`src/rtl/cpc_pkg.sv`:
```
package cpc_pkg;
   // Word offsets of the register map.
   localparam int OFS_ACCESS = 0;
   localparam int OFS_HALT   = 1;
   localparam int OFS_GO     = 2;
   localparam int OFS_STAT   = 3;
   localparam int OFS_MASK0  = 4;

   // Go command field, go in bit 0.
   typedef struct packed {
      logic ac;
      logic atl;
      logic go;
   } go_cmd_t;
endpackage

```
`src/rtl/cpc_unlock.sv`:
```
module cpc_unlock #(
   parameter logic [23:0] PASSWORD = 24'h5EC12A
) (
   input  logic        clk,
   input  logic        rst_n,
   input  logic        acc_wr,
   input  logic [31:0] wdata,
   output logic        open
);
   logic open_q;

   always_ff @(posedge clk or negedge rst_n) begin
      if (!rst_n)
         open_q <= 1'b0;
      else if (acc_wr && (wdata[31:8] == PASSWORD))
         open_q <= wdata[0];
   end

   assign open = open_q;
endmodule

```
`src/rtl/cpc_engine.sv`:
```
module cpc_engine
   import cpc_pkg::*;
(
   input  logic    clk,
   input  logic    rst_n,
   input  logic    halt_wr,
   input  logic    halt_val,
   input  logic    go_wr,
   input  go_cmd_t go_in,
   input  logic    err_clr,
   input  logic    mask_try,
   output logic    halted,
   output go_cmd_t go_q,
   output logic    copy_fire,
   output logic    err,
   output logic    mask_ok
);
   logic    halted_q;
   logic    copied_q;
   logic    err_q;
   go_cmd_t cmd_q;
   logic    go_ok;

   assign go_ok     = go_wr && go_in.go && (go_in.atl || go_in.ac) && (cmd_q == '0);
   assign copy_fire = (cmd_q != '0) && !copied_q;
   assign mask_ok   = mask_try && halted_q;

   always_ff @(posedge clk or negedge rst_n) begin
      if (!rst_n) begin
         halted_q <= 1'b0;
         copied_q <= 1'b0;
         err_q    <= 1'b0;
         cmd_q    <= '0;
      end else begin
         if (copy_fire) begin
            halted_q <= 1'b0;
            copied_q <= 1'b1;
         end else if (copied_q) begin
            cmd_q    <= '0;
            copied_q <= 1'b0;
         end else if (go_ok) begin
            cmd_q    <= go_in;
         end
         if (halt_wr && !copy_fire)
            halted_q <= halt_val;
         if (mask_try && !halted_q)
            err_q <= 1'b1;
         else if (err_clr)
            err_q <= 1'b0;
      end
   end

   assign halted = halted_q;
   assign go_q   = cmd_q;
   assign err    = err_q;
endmodule

```
`src/rtl/cpc_mask_bank.sv`:
```
module cpc_mask_bank #(
   parameter int NUM_POL = 4,
   parameter int NUM_CLK = 8,
   localparam int IDX_W  = $clog2(NUM_POL),
   localparam int POL_W  = IDX_W + 1
) (
   input  logic               clk,
   input  logic               rst_n,
   input  logic               wr_en,
   input  logic [IDX_W-1:0]   wr_idx,
   input  logic [NUM_CLK-1:0] wr_data,
   input  logic               copy,
   input  logic [IDX_W-1:0]   rd_idx,
   output logic [NUM_CLK-1:0] rd_data,
   input  logic [POL_W-1:0]   pol_sel,
   output logic [NUM_CLK-1:0] clk_en
);
   logic [NUM_CLK-1:0] stage_v [NUM_POL];
   logic [NUM_CLK-1:0] live_v  [NUM_POL];

   for (genvar p = 0; p < NUM_POL; p++) begin : g_pol
      logic [NUM_CLK-1:0] stage_q;
      logic [NUM_CLK-1:0] live_q;

      always_ff @(posedge clk or negedge rst_n) begin
         if (!rst_n) begin
            stage_q <= '1;
            live_q  <= '1;
         end else begin
            if (wr_en && (wr_idx == IDX_W'(p)))
               stage_q <= wr_data;
            if (copy)
               live_q <= stage_q;
         end
      end

      assign stage_v[p] = stage_q;
      assign live_v[p]  = live_q;
   end

   assign rd_data = stage_v[rd_idx];

   always_comb begin
      clk_en = '0;
      if (int'(pol_sel) < NUM_POL)
         clk_en = live_v[pol_sel[IDX_W-1:0]];
   end
endmodule

```
`src/rtl/clk_policy_ctl.sv`:
```
module clk_policy_ctl
   import cpc_pkg::*;
#(
   parameter int          NUM_POL  = 4,
   parameter int          NUM_CLK  = 8,
   parameter int          ADDR_W   = 4,
   parameter logic [23:0] PASSWORD = 24'h5EC12A,
   localparam int         POL_W    = $clog2(NUM_POL) + 1
) (
   input  logic               clk,
   input  logic               rst_n,
   input  logic               bus_sel,
   input  logic               bus_we,
   input  logic [ADDR_W-1:0]  bus_addr,
   input  logic [31:0]        bus_wdata,
   output logic [31:0]        bus_rdata,
   input  logic [POL_W-1:0]   pol_sel,
   output logic [NUM_CLK-1:0] clk_en
);
   localparam int IDX_W    = $clog2(NUM_POL);
   localparam int MASK_END = OFS_MASK0 + NUM_POL;

   initial begin
      assert (NUM_CLK >= 1 && NUM_CLK <= 32) else $fatal(1, "NUM_CLK out of range");
      assert (NUM_POL >= 2) else $fatal(1, "NUM_POL below 2");
      assert (MASK_END <= (1 << ADDR_W)) else $fatal(1, "ADDR_W too small");
   end

   logic             wr, acc_wr, gated_wr;
   logic             wr_open, halted, err_flag, copy_fire, mask_try, mask_ok;
   logic             mask_hit;
   logic [IDX_W-1:0] mask_idx;
   logic [NUM_CLK-1:0] rd_mask;
   go_cmd_t          go_q;

   assign wr       = bus_sel && bus_we;
   assign acc_wr   = wr && (int'(bus_addr) == OFS_ACCESS);
   assign gated_wr = wr && wr_open && !acc_wr;
   assign mask_hit = (int'(bus_addr) >= OFS_MASK0) && (int'(bus_addr) < MASK_END);
   assign mask_idx = IDX_W'(int'(bus_addr) - OFS_MASK0);
   assign mask_try = gated_wr && mask_hit;

   cpc_unlock #(.PASSWORD(PASSWORD)) u_unlock (
      .clk   (clk),
      .rst_n (rst_n),
      .acc_wr(acc_wr),
      .wdata (bus_wdata),
      .open  (wr_open)
   );

   cpc_engine u_engine (
      .clk      (clk),
      .rst_n    (rst_n),
      .halt_wr  (gated_wr && (int'(bus_addr) == OFS_HALT)),
      .halt_val (bus_wdata[0]),
      .go_wr    (gated_wr && (int'(bus_addr) == OFS_GO)),
      .go_in    (go_cmd_t'(bus_wdata[2:0])),
      .err_clr  (gated_wr && (int'(bus_addr) == OFS_STAT) && bus_wdata[0]),
      .mask_try (mask_try),
      .halted   (halted),
      .go_q     (go_q),
      .copy_fire(copy_fire),
      .err      (err_flag),
      .mask_ok  (mask_ok)
   );

   cpc_mask_bank #(.NUM_POL(NUM_POL), .NUM_CLK(NUM_CLK)) u_bank (
      .clk    (clk),
      .rst_n  (rst_n),
      .wr_en  (mask_ok),
      .wr_idx (mask_idx),
      .wr_data(bus_wdata[NUM_CLK-1:0]),
      .copy   (copy_fire),
      .rd_idx (mask_idx),
      .rd_data(rd_mask),
      .pol_sel(pol_sel),
      .clk_en (clk_en)
   );

   always_comb begin
      bus_rdata = '0;
      if (int'(bus_addr) == OFS_ACCESS)
         bus_rdata[0] = wr_open;
      else if (int'(bus_addr) == OFS_HALT)
         bus_rdata[0] = halted;
      else if (int'(bus_addr) == OFS_GO)
         bus_rdata[2:0] = go_q;
      else if (int'(bus_addr) == OFS_STAT)
         bus_rdata[0] = err_flag;
      else if (mask_hit)
         bus_rdata[NUM_CLK-1:0] = rd_mask;
   end
endmodule

```
`config.mk`:
```
export PLATFORM = sky130hd
export DESIGN_NAME = clk_policy_ctl
export DESIGN_NICKNAME = d
export VERILOG_FILES = /design/src/rtl/cpc_pkg.sv /design/src/rtl/cpc_unlock.sv /design/src/rtl/cpc_engine.sv /design/src/rtl/cpc_mask_bank.sv /design/src/rtl/clk_policy_ctl.sv
export SDC_FILE = /design/constraint.sdc
export NUM_CORES = 1
export LEC_CHECK = 0
export BUFFER_PORTS_ARGS = -buffer_cell sky130_fd_sc_hd__buf_2
export CORE_AREA = 3 3 80 89
export CTS_CLUSTER_DIAMETER = 30
export DETAILED_ROUTE_END_ITERATION = 8
export DIE_AREA = 0 0 83 92
export PLACE_DENSITY = 0.83
export SLEW_MARGIN = 10
export SYNTH_ARGS = -nofsm -noshare
export SYNTH_HDL_FRONTEND = slang
export SYNTH_SLANG_ARGS = --single-unit
```
`constraint.sdc`:
```
create_clock -name clk -period 3.2 [get_ports clk]
set_clock_uncertainty 0.1 [all_clocks]
set_input_delay 0.16 -clock clk [delete_from_list [all_inputs] [get_ports clk]]
set_output_delay 0.16 -clock clk [all_outputs]
set_load 0.01 [all_outputs]
```
# Word level (Yosys, flattened, before mapping)
# Cells that the tools add are included.
[op_classes]
n_addsub = 1
n_mul = 0
n_div = 0
magnitude_cmp = 5
n_eq_ne = 7
shifts = 0
muxes = 23
bitwise_logic = 3
reduce_logical = 35
[op_table]
columns = ["op", "count"]
rows = [
  ["$mux 8", 6],
  ["$bmux 8 s2", 2],
  ["$eq 24x23->1 const B", 1],
  ["$logic_and 1x1->1", 22],
  ["$mux 7", 3],
  ["$mux 3", 3],
  ["$eq 4x3->1 const B", 2],
  ["$mux 1", 8],
  ["$ge 3x3->1 const B", 2],
  ["$not 2->3", 2],
  ["$reduce_bool 2->1", 3],
  ["$mux 5", 1],
  ["$eq 2x2->1 const B", 2],
  ["$eq 4x2->1 const B", 1],
  ["$ge 4x3->1 const B", 1],
  ["$logic_not 1->1", 4],
  ["$logic_not 4->1", 1],
  ["$lt 4x4->1 const B", 1],
  ["$logic_not 3->1", 1],
  ["$lt 3x3->1 const B", 1],
  ["$reduce_bool 3->1", 1],
  ["$eq 2x1->1 const B", 1],
  ["$logic_not 2->1", 1],
  ["$reduce_and 2->1", 1],
  ["3 further kinds", 3],
]
[word_totals]
register_bits = 71
latchBits = 0
ram_bits = 0
rom_bits = 0
inputBits = 43
out_inout_bits = 40
word_cells = 89
mem_count = 0

# Logic depth before layout (Yosys ltp)
# Gate-level depths: netlist (run 1).
[logic_depth]
ltp_word = 10
depth_mapped = 6
depth_no_buf = 4

# Modules after synthesis
# Synthesis (run 1) repeated with hierarchy kept, for this count alone.
[unflattened]
cells_unflattened = 266
area_unflattened_um2 = 3698.5
[by_module_without_submodules]
columns = ["mod", "instances", "cells_per_inst", "area_each_um2", "seq_area_each_um2"]
rows = [
  ["cpc_mask_bank", 1, 176, 2904.0, 1681.6],
  ["clk_policy_ctl", 1, 54, 400.4, 0.0],
  ["cpc_engine", 1, 25, 267.8, 150.1],
  ["cpc_unlock", 1, 11, 126.4, 25.0],
]

# Worst setup path before layout (run 1)
# Ideal clock, no wire load.
[synth_path]
path_type = "input-to-output"
startpoint = "in bus_addr[0]"
endpoint = "out bus_rdata[3]"
t_arrival_ps = 1305
required_time_ps = 2940
slack_ps = 1635
stages = 4
n_path_buf = 2
cell_sequence = "clkbuf_2 -> buf_2 -> mux4_2 -> and2_2"
[synth_between]
elab_chain_len = 10
word_cells_on_any_way = 17
cone_classes = "1 x add/sub; 2 x order compare; 3 x eq/ne; 8 x mux; 1 x bitwise; 2 x reduce/logical"
[synth_rtl]
columns = ["element", "line_no", "rtl"]
rows = [
  ["start: declaration", "clk_policy_ctl.sv:14", "input logic [ADDR_W-1:0] bus_addr,"],
  ["$sub 2x1->2", "clk_policy_ctl.sv:40", "assign mask_idx = IDX_W'(int'(bus_addr) - OFS_MASK0);"],
  ["$not 2->3 (not written as such)", "cpc_mask_bank.sv:41", "assign rd_data = stage_v[rd_idx];"],
  ["$bmux 8 s2", "cpc_mask_bank.sv:41", ""],
  ["$mux 8 (not written as such) (2 in series)", "cpc_mask_bank.sv:41", ""],
  ["$mux 8", "clk_policy_ctl.sv:90", "else if (mask_hit)"],
  ["$mux 7", "clk_policy_ctl.sv:88", "else if (int'(bus_addr) == OFS_STAT)"],
  ["$mux 5", "clk_policy_ctl.sv:86", "else if (int'(bus_addr) == OFS_GO)"],
  ["$mux 7", "clk_policy_ctl.sv:84", "else if (int'(bus_addr) == OFS_HALT)"],
  ["$mux 7 *", "clk_policy_ctl.sv:82", "if (int'(bus_addr) == OFS_ACCESS)"],
  ["end: declaration", "clk_policy_ctl.sv:16", "output logic [31:0] bus_rdata,"],
]
# Mark *: on every way between the ends. The rest lies on a longest branch, timed or not. The select of a mux whose other input is x is not followed.

# Worst setup path in the final report (run 1)
[layout_path]
startpoint = "in bus_addr[3]"
endpoint = "reg u_bank.g_pol[3].stage_q[5]"
[layout_between]
elab_chain_len = 7
word_cells_on_any_way = 10
cone_classes = "2 x order compare; 8 x reduce/logical"
[layout_rtl]
columns = ["element", "line_no", "rtl"]
rows = [
  ["parallel branches: the longest is 4 deep, another holds $ge 4x3->1", "-", ""],
  ["$logic_and 1x1->1 *", "clk_policy_ctl.sv:41", "assign mask_try = gated_wr && mask_hit;"],
  ["$logic_and 1x1->1 *", "cpc_engine.sv:26", "assign mask_ok = mask_try && halted_q;"],
  ["$logic_and 1x1->1 *", "cpc_mask_bank.sv:30", "if (wr_en && (wr_idx == IDX_W'(p)))"],
  ["end signal: assignment", "cpc_mask_bank.sv:31", "stage_q <= wr_data;"],
  ["end: declaration", "cpc_mask_bank.sv:22", "logic [NUM_CLK-1:0] stage_q;"],
]
# Every way passes the cells marked *.
# A chain may end at the register's enable or synchronous reset.

==> metrics, run 1 <==
Hold-fix buffers, CTS=7; Hold Path Stages=2; reg-to-reg endpoint=u_bank.g_pol[3].stage_q[5]; initial antenna violation count=0; Slew Viols, Final=0; Vias/cell=between 5 and 6; RSZ-0062 raised after global routing=no; MaxCap Viol Count=0; Inst Count DP=383; post-synthesis sequential element count=71; largest cells by area after synthesis=dfstp_2 46%, mux2_2 20%, mux4_2 9.3%; Remaining DRCs=0; Die H=slightly above 90 um; # Post-CTS Setup Buffers=0; fin crit share=65.9%; fmax=474 MHz; clock share of power=48.9%; maximum vdd ir drop=about 0.00039 V; EDFF count, synth=0; hold endpoint=u_bank.g_pol[2].stage_q[2]; Yosys cell types=39; Comb pwr share=5.6%; leakage power=~1.9 nW; IO buf count=58; sequential power share=45.5%; slowest cell delay on critical path=0.54 ns; total congestion overflow=0; Hold Crit Class=input pin to register; cts repair resizes=0; final hold violations=0; P_int=0.00158 W; main flop type after synthesis=dfstp_2; Max-Slew Margin vs Limit=40.4%; slowest library cell on the worst path=dlygate4sd3_1; Core Rows=30; CTS Sinks=71; first-pass GRT wire length=between 10 and 15 mm; clk slew on worst S/H paths=0.08 ns; fillcell total=463; CTS Root Cell=clkbuf_8; arrival time worst endpoint=2.27 ns; most frequent cells after synthesis=66 x mux2_2, 64 x dfstp_2, 25 x buf_4, 15 x mux4_2, 9 x nor2_1; outcome=complete, no violations; Seq/Total Area, Yosys=51.2%; die area=7640 um2; area leader, netlist=dfstp_2; multi-input combinational cell area=roughly 1600 um2; Starting Density=around three fifths; synth warn=0; CP endpoint kind=register; most common cell in the netlist=mux2_2; Detailed Route Iter0 Violations=approximately 100; Reg2Reg Depth=4; total vias in the final route=2281; # nets final=364; power density cells=467 nW/um2; Num CTS Buffers=9; layout cells sized above 1=72.1%; Net Sw Frac=20.2%; Crit Reg-Reg Startpoint=u_unlock.open; RD Place Congestion=0.735; Routed Antenna Nets=0; slew at the pin closest to its max-slew limit=a little under 0.9 ns; Mapped Avg Cell Area=14.3 um2; total power=roughly 0.0020 W; post-DP HPWL=around 5.0 mm; FFs w/ async S/R, synth=100%; HP Start=bus_wdata[2]; Setup crit start kind=input pin; Synth Instances=254; DRT Wirelength=7.43 mm; share of Yosys cell area claimed by the top area cell type=46.4%; crit-path max FO=9; final antenna diode count=0; TritonCTS clock tree=done; Setup violations, final=0; Critical Path RT=about 3.4 ns; Core ar.=6230 um2; wire length per cell=~18 um; die width=83 um; number of global-route vias before repair=2333; Cell Count, Final, Fillers Out=406; htree depth=3; setup TNS=0 ns; drt first pass iters=6; Layout area overhead=16.9%; synthesized area=about 3600 um2; clk_lat worst skew=0.34 ns; register area=about 1900 um2; critical path class=input pin to register; largest net degree at the start of global routing=43; switching power=0.000400 W; maximum root-to-sink buffer count=2; Global Route Usage Sum=20.8%; Tmin final=2.11 ns; FF-to-FF setup slack=1.34 ns; io pins=83; Cell Chain, Critical Path=dlygate4sd3_1 -> buf_2 -> and2b_2 -> nand3_4 -> nor2_2 -> mux2_2
## flip-flops by register name, indices dropped and copies added (netlist names)
signal	cells
u_engine.go_q	3
u_engine.copied_q	1
u_bank.g_pol.live_q	32
u_engine.halted	1
u_unlock.open	1
u_bank.g_pol.stage_q	32
u_engine.err	1
## worst max-delay path by stage
stage                            from                         end  slack (ns)  depth (start not counted)
after CTS                 bus_addr[3]  u_bank.g_pol[3].stage_q[5]        1.12                          6
after global placement    bus_addr[3]  u_bank.g_pol[3].stage_q[5]        1.31                          5
after detailed placement  bus_addr[3]  u_bank.g_pol[3].stage_q[6]        1.32                          5
after global routing      bus_addr[3]  u_bank.g_pol[3].stage_q[6]        1.05                          6
final                     bus_addr[3]  u_bank.g_pol[3].stage_q[5]        1.09                          6
after floorplan           bus_addr[0]                bus_rdata[3]        1.63                          4
## cell usage in the layout, fill, tap and decap left out, drive strengths merged, types with 2 or more instances in the layout
| master | instances |
|---|---|
| mux2 | 66 |
| nand2 | 3 |
| mux2i | 2 |
| dfstp | 64 |
| nor4bb | 3 |
| nor4 | 2 |
| buf | 61 |
| inv | 2 |
| clkbuf | 11 |
| bufinv | 4 |
| nor3 | 7 |
| dlygate4sd3 | 7 |
| nand4 | 3 |
| a22o | 3 |
| nor2b | 8 |
| conb | 24 |
| nand3 | 2 |
| a21oi | 2 |
| nor2 | 11 |
| mux4 | 15 |
| dfrtp | 7 |
| and2 | 5 |
| a31oi | 2 |
## layout make-up
class / instances / area share (%)
Sequential cell: 71 / 43.8
Multi-Input combinational cell: 169 / 38.0
Timing Repair Buffer: 68 / 9.03
Clock buffer: 11 / 3.57
Clock inverter: 5 / 3.01
Tap cell: 80 / 2.36
Inverter: 2 / 0.177
## per-stage QoR
step	worst slack, ns	hold WS, ns	utilization [%]	cell area, um2
after global placement	1.31	0.237	62.4	3890
after floorplan	1.63	-0.236	-	3710
after global routing	1.05	0.0372	68.0	4240
final	1.09	0.0390	68.0	4240
after detailed placement	1.32	0.240	62.4	3890
after CTS	1.12	0.0207	68.0	4240
## power by group through the flow
stage | clock [W] | combinational, W | sequential [W]
2_1_floorplan | 0 | 0.0000692 | 0.000915
3_3_place_gp | 0 | 0.000102 | 0.000915
3_5_place_dp | 0 | 0.000105 | 0.000915
4_1_cts | 0.000985 | 0.000112 | 0.000901
5_1_grt | 0.00102 | 0.000122 | 0.000901
6_report | 0.000968 | 0.000111 | 0.000901
## logic make-up after synthesis
family | count (synthesis) | share of synthesized area (%)
compound gates | 11 | 2.17
flops | 71 | 51.2
other cells | 1 | 0.103
buf+inv | 37 | 6.80
mux | 83 | 30.4
simple gates | 51 | 9.38
## layer usage
metal / vias to the layer above / routed length [um] / GRT usage [%]
met2: 67 / 3920 / 35.4
met5: - / 0 / 0
met1: 1186 / 3140 / 26.4
li1: 1021 / - / -
met4: 0 / 82 / 8.04
met3: 7 / 296 / 3.77
## critical path, delay by kind of cell
kind,cells,cell delay (ns)
and+or+nand+nor,3,1.01
muxes,1,0.41
buffers and inverters,2,0.69
Note: power is estimated with default switching activity, not from simulation.
==> run 2, diff against run 1 <==
- CORE_AREA: 3 3 80 89 -> 3 3 83 92
- DIE_AREA: 0 0 83 92 -> 0 0 86 95
- PLACE_DENSITY: 0.83 -> 0.78
- clock period: 3.2 -> 2.2 ns (I/O delays scaled with it)
==> metrics, run 2 (synthesis gave the netlist of run 1 again) <==
die width=86 um (+3.6%); critical path class=input pin to register; Max-Slew Margin vs Limit=60.5% (+20 points); Global Route Usage Sum=19.2% (-1.5 points); Critical Path RT=2.37 ns (-1.00 ns); Routed Antenna Nets=0 (unchanged); MaxCap Viol Count=0 (unchanged); Remaining DRCs=0 (unchanged); Crit Reg-Reg Startpoint=u_unlock.open; slew at the pin closest to its max-slew limit=0.592 ns (-0.302 ns); RD Place Congestion=0.733 (-0.27%); final non-filler cell area=4250 um2 (+0.18%); FF-to-FF setup slack=0.33 ns (-1.01 ns); initial antenna violation count=0 (unchanged); Core ar.=6710 um2 (+7.7%); clk slew on worst S/H paths=0.07 ns (about the same); cts repair resizes=0 (unchanged); arrival time worst endpoint=2.22 ns (-0.05 ns); post-DP HPWL=5.01 mm (-0.76%); IO buf count=58 (unchanged); Reg2Reg Depth=4 (unchanged); total vias in the final route=2272 (-0.39%); Tmin final=2.05 ns; outcome=complete, no violations; DRT Wirelength=7.19 mm (-3.3%); maximum vdd ir drop=0.000494 V (+27%); Post-DP Area=3930 um2 (+0.97%); first-pass GRT wire length=11.8 mm (-2.9%); Inst Count DP=388 (+1.3%); io pins=83 (unchanged); leakage power=1.88 nW (+0.45%); CTS Root Cell=clkbuf_8; Starting Density=54.1% (-4.2 points); final antenna diode count=0 (unchanged); CTS Sinks=71 (unchanged); reg-to-reg endpoint=u_bank.g_pol[3].stage_q[7]; CP endpoint kind=register; final hold violations=0 (unchanged); clk_lat worst skew=0.34 ns (about the same); Layout area overhead=17.1%; maximum root-to-sink buffer count=2 (unchanged); Die H=95 um (+3.3%); # nets final=371 (+1.9%); Vias/cell=5.47 (-2.6%); HP Start=bus_wdata[25]; fin crit share=93.3%; Setup violations, final=0 (unchanged); setup TNS=0 ns (unchanged); Cell Count, Final, Fillers Out=415 (+2.2%); total power=0.00255 W (+29%); die area=8170 um2 (+7.0%); Detailed Route Iter0 Violations=100 (-0.99%); Num CTS Buffers=9 (unchanged); commonest non-fill, non-tap cell in the layout=mux2_2; largest net degree at the start of global routing=72 (+67%); Slew Viols, Final=0 (unchanged); Hold Path Stages=4 (+2); number of global-route vias before repair=2320 (-0.56%); most frequent cells in the layout=66 x mux2_2, 64 x dfstp_2, 58 x buf_2; crit-path max FO=9 (unchanged); total congestion overflow=0 (unchanged); RSZ-0062 raised after global routing=no; wire length per cell=17.3 um (-5.4%); layout cells sized above 1=71.2% (-0.91 points); drt first pass iters=4 (-2); Hold Crit Class=input pin to register; htree depth=3 (unchanged); TritonCTS clock tree=done; fmax=487 MHz; power density cells=600 nW/um2 (+28%); Setup crit start kind=input pin; Core Rows=31 (+3.3%); fillcell total=535 (+16%); hold endpoint=u_unlock.open
-- run 2: changes by cell type in the layout (fill, tap and decap cells not counted) --
cell,previous run,this run
buf_12,0,1
clkinvlp_4,1,0
dlygate4sd3_1,7,11
clkbuf_8,11,12
bufinv_16,4,1
clkbuf_1,0,1
clkinv_2,0,2
buf_4,3,5
-- run 2: metal layers --
metal  wire (um)  track usage [%]  up-vias
li1            -                -     1032
met3         344             5.32        6
met1        2920             23.7     1165
met2        3880             33.0       69
met5           0                0        -
met4          51             5.80        0
-- run 2: critical path, cell delays in order --
cell           delay [ns]
dlygate4sd3_1        0.54
buf_2                0.15
and2b_2              0.35
nand3_4              0.15
nor2_2               0.51
mux2_2               0.40
-- run 2: worst max-delay path by stage --
stage	from	endpoint	slack [ns]	cells after the start
5_1_grt	bus_addr[3]	u_bank.g_pol[3].stage_q[6]	0.10	6
3_3_place_gp	bus_addr[0]	u_bank.g_pol[3].stage_q[4]	0.38	5
4_1_cts	bus_addr[3]	u_bank.g_pol[3].stage_q[7]	0.16	6
2_1_floorplan	u_unlock.open	u_bank.g_pol[3].stage_q[0]	0.65	4
6_report	bus_addr[3]	u_bank.g_pol[3].stage_q[7]	0.15	6
3_5_place_dp	bus_addr[3]	u_bank.g_pol[3].stage_q[7]	0.35	5
-- run 2: through the flow --
step / worst slack, ns / hold slack [ns] / util (%)
CTS: 0.161 / 0.116 / 63.3
finish: 0.148 / 0.133 / 63.3
global placement: 0.376 / 0.0598 / 58.5
global route: 0.100 / 0.131 / 63.3
floorplan: 0.653 / -0.286 / -
detailed placement: 0.350 / 0.0608 / 58.5
-- run 2: area by class of cell --
type | instances | area, um2 | area share, %
clock inverters | 3 | 40.0 | 0.943
multi-input cells | 169 | 1610 | 38.0
flip-flops and latches | 71 | 1860 | 43.7
inverters | 2 | 7.51 | 0.177
clock buffers | 13 | 169 | 3.98
well taps | 82 | 103 | 2.42
repair buffers | 75 | 458 | 10.8
-- run 2: power breakdown --
group	internal (W)	total, W	switching (W)	leakage, nW
sequential	0.00131	0.00131	0.00000000000400	0.758
combinational	0.0000640	0.000167	0.000103	1.02
clock	0.000613	0.00107	0.000456	0.109
total	0.00199	0.00255	0.000559	1.88
-- run 2: repair_timing --
action | in CTS | in global routing
setup buffers | 0 | 0
hold buffers | 11 | 0
endpoints found under the hold margin | 102 | 0
